<file path="src/rtl/dcc_pkg.sv">
// Package: shared types of the destination connection handshake controller.
// Assumes: nothing beyond IEEE 1800-2017.
package dcc_pkg;

    typedef enum logic [2:0] {
        ST_IDLE       = 3'd0,
        ST_SYNC_WAIT  = 3'd1,
        ST_NOTIFY     = 3'd2,
        ST_ACC_DELAY  = 3'd3,
        ST_CONNECTED  = 3'd4,
        ST_REJECTED   = 3'd5
    } dcc_state_e;

endpackage

</file>
<file path="src/rtl/dcc_sync.sv">
// Module: dcc_sync
// Purpose: brings an asynchronous level into the clock domain through a
//          chain of STAGES flops.
// Assumes: STAGES >= 2; the input is a level held for several cycles.
module dcc_sync #(
    parameter int STAGES = 2
) (
    input  logic clk,
    input  logic rst_n,
    input  logic async_i,
    output logic sync_o
);

    logic [STAGES-1:0] chain_q;

    // Stage 0 samples the raw input.
    always_ff @(posedge clk) begin
        if (!rst_n) chain_q[0] <= 1'b0;
        else        chain_q[0] <= async_i;
    end

    generate
        for (genvar g = 1; g < STAGES; g++) begin : g_stage
            // Each later stage re-samples the one before it.
            always_ff @(posedge clk) begin
                if (!rst_n) chain_q[g] <= 1'b0;
                else        chain_q[g] <= chain_q[g-1];
            end
        end
    endgenerate

    assign sync_o = chain_q[STAGES-1];

endmodule

</file>
<file path="src/rtl/dcc_ifield_reg.sv">
// Module: dcc_ifield_reg
// Purpose: holds the header word taken from the channel bus.
// Assumes: the bus is stable while the request is held, and load_i is a
//          one-cycle strobe from the state machine.
module dcc_ifield_reg #(
    parameter int DATA_W = 32
) (
    input  logic              clk,
    input  logic              rst_n,
    input  logic              load_i,
    input  logic [DATA_W-1:0] data_i,
    output logic [DATA_W-1:0] data_o
);

    logic [DATA_W-1:0] word_q;

    // Capture on the strobe; otherwise hold.
    always_ff @(posedge clk) begin
        if (!rst_n)      word_q <= '0;
        else if (load_i) word_q <= data_i;
    end

    assign data_o = word_q;

    AST_IFIELD_HELD: assert property (@(posedge clk) disable iff (!rst_n)
        !load_i |=> $stable(word_q));

endmodule

</file>
<file path="src/rtl/dcc_fsm.sv">
// Module: dcc_fsm
// Purpose: sequences the connection handshake. It produces the capture strobe,
//          the host pending flag and the registered channel connect output.
// Assumes: req_i is already synchronized; ACCEPT_LAT >= 2 cycles from the
//          raising of accept to the raising of connect.
module dcc_fsm
    import dcc_pkg::*;
#(
    parameter int ACCEPT_LAT = 2
) (
    input  logic clk,
    input  logic rst_n,
    input  logic req_i,
    input  logic accept_i,
    input  logic reject_i,
    output logic load_o,
    output logic pending_o,
    output logic connect_o
);

    localparam int CNT_W = (ACCEPT_LAT > 2) ? $clog2(ACCEPT_LAT) : 1;
    localparam logic [CNT_W-1:0] CNT_LAST = CNT_W'(ACCEPT_LAT - 2);

    dcc_state_e        state_q, state_d;
    logic [CNT_W-1:0]  cnt_q;
    logic              connect_q;

    // Next-state decision; a lost request overrides any host decision.
    always_comb begin
        state_d = state_q;
        unique case (state_q)
            ST_IDLE:      if (req_i) state_d = ST_SYNC_WAIT;
            ST_SYNC_WAIT: state_d = req_i ? ST_NOTIFY : ST_IDLE;
            ST_NOTIFY: begin
                if (!req_i)        state_d = ST_IDLE;
                else if (reject_i) state_d = ST_REJECTED;
                else if (accept_i) state_d = ST_ACC_DELAY;
            end
            ST_ACC_DELAY: begin
                if (!req_i)                 state_d = ST_IDLE;
                else if (cnt_q == CNT_LAST) state_d = ST_CONNECTED;
            end
            ST_CONNECTED: if (!req_i) state_d = ST_IDLE;
            ST_REJECTED:  if (!req_i) state_d = ST_IDLE;
            default:      state_d = ST_IDLE;
        endcase
    end

    // State register.
    always_ff @(posedge clk) begin
        if (!rst_n) state_q <= ST_IDLE;
        else        state_q <= state_d;
    end

    // Accept-delay counter, cleared whenever the delay state is not active.
    always_ff @(posedge clk) begin
        if (!rst_n)                      cnt_q <= '0;
        else if (state_q == ST_ACC_DELAY) cnt_q <= cnt_q + 1'b1;
        else                             cnt_q <= '0;
    end

    // Connect output register, set only on entry to the connected state.
    always_ff @(posedge clk) begin
        if (!rst_n) connect_q <= 1'b0;
        else        connect_q <= (state_d == ST_CONNECTED);
    end

    assign load_o    = (state_q == ST_IDLE) && req_i;
    assign pending_o = (state_q == ST_NOTIFY);
    assign connect_o = connect_q;

    AST_CONNECT_AFTER_DELAY: assert property (@(posedge clk) disable iff (!rst_n)
        $rose(connect_q) |-> $past(state_q) == ST_ACC_DELAY);
    AST_PENDING_CLEARS: assert property (@(posedge clk) disable iff (!rst_n)
        (pending_o && !req_i) |=> !pending_o);
    AST_CONNECT_DROPS: assert property (@(posedge clk) disable iff (!rst_n)
        (connect_q && !req_i) |=> !connect_q);
    AST_REJECT_NO_CONNECT: assert property (@(posedge clk) disable iff (!rst_n)
        (state_q == ST_REJECTED) |-> !connect_q);
    AST_REJECT_WINS: assert property (@(posedge clk) disable iff (!rst_n)
        (pending_o && req_i && reject_i) |=> state_q == ST_REJECTED);

endmodule

</file>
<file path="src/rtl/dst_conn_ctrl.sv">
// Module: dst_conn_ctrl (top)
// Purpose: receiving-side connection handshake. It synchronizes the channel
//          request, captures the I-field, notifies the host, and drives connect
//          a fixed time after the host accepts.
// Assumes: chan_data_i is stable while chan_req_i is held high.
module dst_conn_ctrl #(
    parameter int DATA_W      = 32,
    parameter int SYNC_STAGES = 2,
    parameter int ACCEPT_LAT  = 2
) (
    input  logic              clk,
    input  logic              rst_n,
    input  logic              chan_req_i,
    input  logic [DATA_W-1:0] chan_data_i,
    output logic              chan_connect_o,
    output logic [DATA_W-1:0] host_ifield_o,
    output logic              host_pending_o,
    input  logic              host_accept_i,
    input  logic              host_reject_i
);

    logic req_sync;
    logic load_ifield;

    dcc_sync #(.STAGES(SYNC_STAGES)) u_sync (
        .clk     (clk),
        .rst_n   (rst_n),
        .async_i (chan_req_i),
        .sync_o  (req_sync)
    );

    dcc_ifield_reg #(.DATA_W(DATA_W)) u_ifield (
        .clk    (clk),
        .rst_n  (rst_n),
        .load_i (load_ifield),
        .data_i (chan_data_i),
        .data_o (host_ifield_o)
    );

    dcc_fsm #(.ACCEPT_LAT(ACCEPT_LAT)) u_fsm (
        .clk       (clk),
        .rst_n     (rst_n),
        .req_i     (req_sync),
        .accept_i  (host_accept_i),
        .reject_i  (host_reject_i),
        .load_o    (load_ifield),
        .pending_o (host_pending_o),
        .connect_o (chan_connect_o)
    );

    AST_PENDING_NEEDS_REQ: assert property (@(posedge clk) disable iff (!rst_n)
        $rose(host_pending_o) |-> req_sync);
    AST_NO_CONNECT_WHILE_PENDING: assert property (@(posedge clk) disable iff (!rst_n)
        !(host_pending_o && chan_connect_o));

endmodule

</file>
<file path="config.mk">
export PLATFORM = sky130hd
export DESIGN_NAME = dst_conn_ctrl
export DESIGN_NICKNAME = d
export VERILOG_FILES = /design/src/rtl/dcc_pkg.sv /design/src/rtl/dcc_sync.sv /design/src/rtl/dcc_ifield_reg.sv /design/src/rtl/dcc_fsm.sv /design/src/rtl/dst_conn_ctrl.sv
export SDC_FILE = /design/constraint.sdc
export NUM_CORES = 1
export LEC_CHECK = 0
export BUFFER_PORTS_ARGS = -buffer_cell sky130_fd_sc_hd__buf_2
export CAP_MARGIN = 40
export CORE_UTILIZATION = 48
export CTS_CLUSTER_DIAMETER = 40
export DETAILED_ROUTE_END_ITERATION = 7
export GPL_ROUTABILITY_DRIVEN = 0
export PLACE_DENSITY_LB_ADDON = 0.3
export SLEW_MARGIN = 20
export SYNTH_ARGS = -nofsm -noshare
export SYNTH_HDL_FRONTEND = slang
export SYNTH_SLANG_ARGS = --single-unit
</file>
<file path="constraint.sdc">
create_clock -name clk -period 3.5 [get_ports clk]
set_input_delay 0.35 -clock clk [delete_from_list [all_inputs] [get_ports clk]]
set_output_delay 0.35 -clock clk [all_outputs]
set_load 0.01 [all_outputs]
</file>
==> load_flow_metrics.sql <==
INSERT INTO impl_metrics (metric_group, metric, value, unit) VALUES
('sta', 'worst_pin_slew', '622', 'ps'),
('route', 'route.final.wire_length', '3.21', 'mm'),
('clock_network', 'worst_skew_pair.late_latency', '350', 'ps'),
('floorplanning', 'std_cell_rows', '19', ''),
('sta', 'min_period', '1730', 'ps'),
('critical_path', 'crit_type', 'reg2reg', ''),
('logic_synthesis', 'synth_simple_gate_area_share', '24.1', '%'),
('clock_network', 'cts.repair_timing.setup_buffer_count', '0', ''),
('logic_synthesis', 'synth.cell_area', '1420', 'um2'),
('global_routing', 'grt_overflow', '0', ''),
('cells_and_area', 'flow.area_growth_from_synthesis', '28.8', '%'),
('worst_hold_path', 'hp_class', 'in2reg', ''),
('logic_synthesis', 'synth-seq-area-share', '55.0', '%'),
('floorplanning', 'die_footprint', '3180', 'um2'),
('route', 'ant_nets', '0', ''),
('pwr', 'leakagePower', '0.827', 'nW'),
('clock_network', 'cts_sinks', '39', ''),
('place', 'port-buffer-count', '70', ''),
('outcome', 'status', 'finished clean', ''),
('cells_and_area', 'nets', '278', ''),
('logic_synthesis', 'yosys_top_cell_area_share', '55.0', '%'),
('sta', 'setup_viol', '0', ''),
('critical_path', 'cp_data_arrival_time', '1960', 'ps'),
('pwr', 'pwr_density_cell', '415', 'nW/um2'),
('cells_and_area', 'finalNonFillerCells', '273', ''),
('global_routing', 'global_route_wire_length_before_repair', '5.11', 'mm'),
('clock_network', 'buffer_cell_driving_the_clock_tree_root', 'clkbuf_4', ''),
('floorplanning', 'floorplan.initialDensity', '51.0', '%'),
('cells_and_area', 'insertedDiodeCount', '0', ''),
('logic_synthesis', 'postSynthRegisterBits', '39', ''),
('place', 'detailedPlacementHpwl', '2.31', 'mm'),
('clock_network', 'cts_tree', 'yes', ''),
('cells_and_area', 'fillers', '277', ''),
('floorplanning', 'die_width', '56.4', 'um'),
('logic_synthesis', 'synthDistinctLibCells', '19', ''),
('critical_path', 'setup.worst_path.start_class', 'register', ''),
('sta', 'relSlewSlack', '57.5', '%'),
('clock_network', 'post_cts.resized_instances', '0', ''),
('critical_path', 'crit_path_end_kind', 'register', ''),
('logic_synthesis', 'adder_and_majority_cell_fraction_of_the_synthesized_area', '0', '%'),
('critical_path', 'worstPathMaxFanout', '20', ''),
('logic_synthesis', 'synth_top_cell_by_area', 'dfxtp_1', ''),
('floorplanning', 'floorplan.core_area', '2780', 'um2'),
('pwr', 'peakVddDrop', '348', 'uV'),
('critical_path', 'worst_path_required', '3720', 'ps'),
('logic_synthesis', 'yosys.cell_count.top_type', 'nand2_1', ''),
('route', 'detail_route.wl_per_cell', '11.7', 'um'),
('clock_network', 'clock_tree.buffer_depth', '2', ''),
('route', 'detailroute.via_count', '1333', ''),
('clock_network', 'cts_made_buffers', '5', ''),
('floorplanning', 'fp.dieH', '56.4', 'um'),
('route', 'via_per_inst', '4.88', ''),
('route', 'drc', '0', ''),
('global_routing', 'gr-usage-all-layers', '21.5', '%'),
('logic_synthesis', 'synth_xor_area_share', '0', '%'),
('clock_network', 'clkTransAtPathRegs', '110', 'ps'),
('logic_synthesis', 'share_of_the_synthesized_area_in_compound_gates_ao_oa_aoi_oai', '14.7', '%'),
('global_routing', 'maximum_number_of_pins_on_one_net_before_global_route_repair', '33', ''),
('logic_synthesis', 'synth_top_family_by_area', 'simple AND/OR/NAND/NOR gates', ''),
('logic_synthesis', 'yosys_most_used_dff', 'dfxtp_1', ''),
('logic_synthesis', 'netlist_instances', '172', ''),
('sta', 'setup_tns', '0', 'ps'),
('sta', 'fmax', '577', 'MHz'),
('sta', 'min_period_over_period', '49.6', '%'),
('place', 'placed_cells_incl_taps', '265', ''),
('logic_synthesis', 'yosys-mux-area-fraction', '0', '%'),
('logic_synthesis', 'mappedNetlistNets', '209', ''),
('logic_synthesis', 'asyncSetResetFlopFracSynth', '0', '%'),
('logic_synthesis', 'post_synth.cell_area_avg', '8.25', 'um2'),
('route', 'drt_iter0_markers', '62', ''),
('clock_network', 'h-tree-depth', '2', '');
-- critical path: stages, from the launching register on --
cell,delay (ps)
dfxtp_1,410
or4b_1,800
buf_8,270
nand2_1,70
a21oi_1,60
-- per-layer routing --
metal	track usage, %	vias up	part of all wire [%]
met5	0	-	0
met4	11.5	0	1.8
met3	8.99	6	6.8
met2	34.4	46	50
met1	24.2	584	41
li1	-	697	-
-- path summary, 6_finish.rpt --
kind / start / end / slack [ps] / cells past startpoint
max: u_fsm.state_q[0]$_SDFF_PN0_ / u_ifield.data_o[7]$_SDFFE_PN0P_ / 1770 / 4
min: chan_req_i / u_sync.chain_q[0]$_SDFF_PN0_ / 200 / 2
max reg2reg: u_fsm.state_q[0]$_SDFF_PN0_ / u_ifield.data_o[7]$_SDFFE_PN0P_ / 1770 / 4
min reg2reg: u_ifield.data_o[22]$_SDFFE_PN0P_ / u_ifield.data_o[22]$_SDFFE_PN0P_ / 460 / 2
-- through the flow --
step	hold slack, ps	power (W)	cell area [um2]	worst slack (ps)
detailed placement	440	0.000552	1780	1760
global placement	428	0.000546	1750	1660
global route	175	0.000795	1830	1670
CTS	193	0.000764	1830	1760
finish	199	0.000758	1830	1770
floorplan	412	0.000513	1420	2090
-- area by class of cell --
type                       instances  area (um2)  area share (%)
sequential                        39         781            42.7
multi-input combinational        119         559            30.6
timing repair buffer              73         388            21.2
clock buffer                       7        45.0            2.46
tap                               31        38.8            2.12
inverter                           3        11.3           0.616
clock inverter                     1        5.00           0.274
-- logic make-up after synthesis --
| kind of cell | count (synthesis) |
|---|---|
| and+or+nand+nor | 80 |
| DFF | 39 |
| AOI/OAI and AO/OA | 39 |
| buffers and inverters | 14 |
-- report_power, final --
group | switching (W) | total [W] | internal [W]
logic | 0.0000402 | 0.0000760 | 0.0000358
clock network | 0.000139 | 0.000217 | 0.0000783
registers | 0.00000729 | 0.000465 | 0.000457
total | 0.000186 | 0.000758 | 0.000572
-- sequential cells by signal, indices dropped and copies added, names as in the netlist --
signal           cells
u_sync.chain_q       1
u_ifield.data_o     32
u_fsm.connect_o      1
u_fsm.state_q        3
u_fsm.cnt_q          1
u_sync.sync_o        1
-- cell usage in the layout (no fill, tap or decap), types with 2 or more instances in the layout --
master	instances
nand2_1	67
nand2b_1	4
inv_1	3
a21oi_1	34
nor3_1	2
and2_1	2
buf_2	70
dfxtp_1	39
clkbuf_4	5
a2111oi_0	2
clkbuf_1	2
buf_8	2
Power figures use the tool's default switching activity.
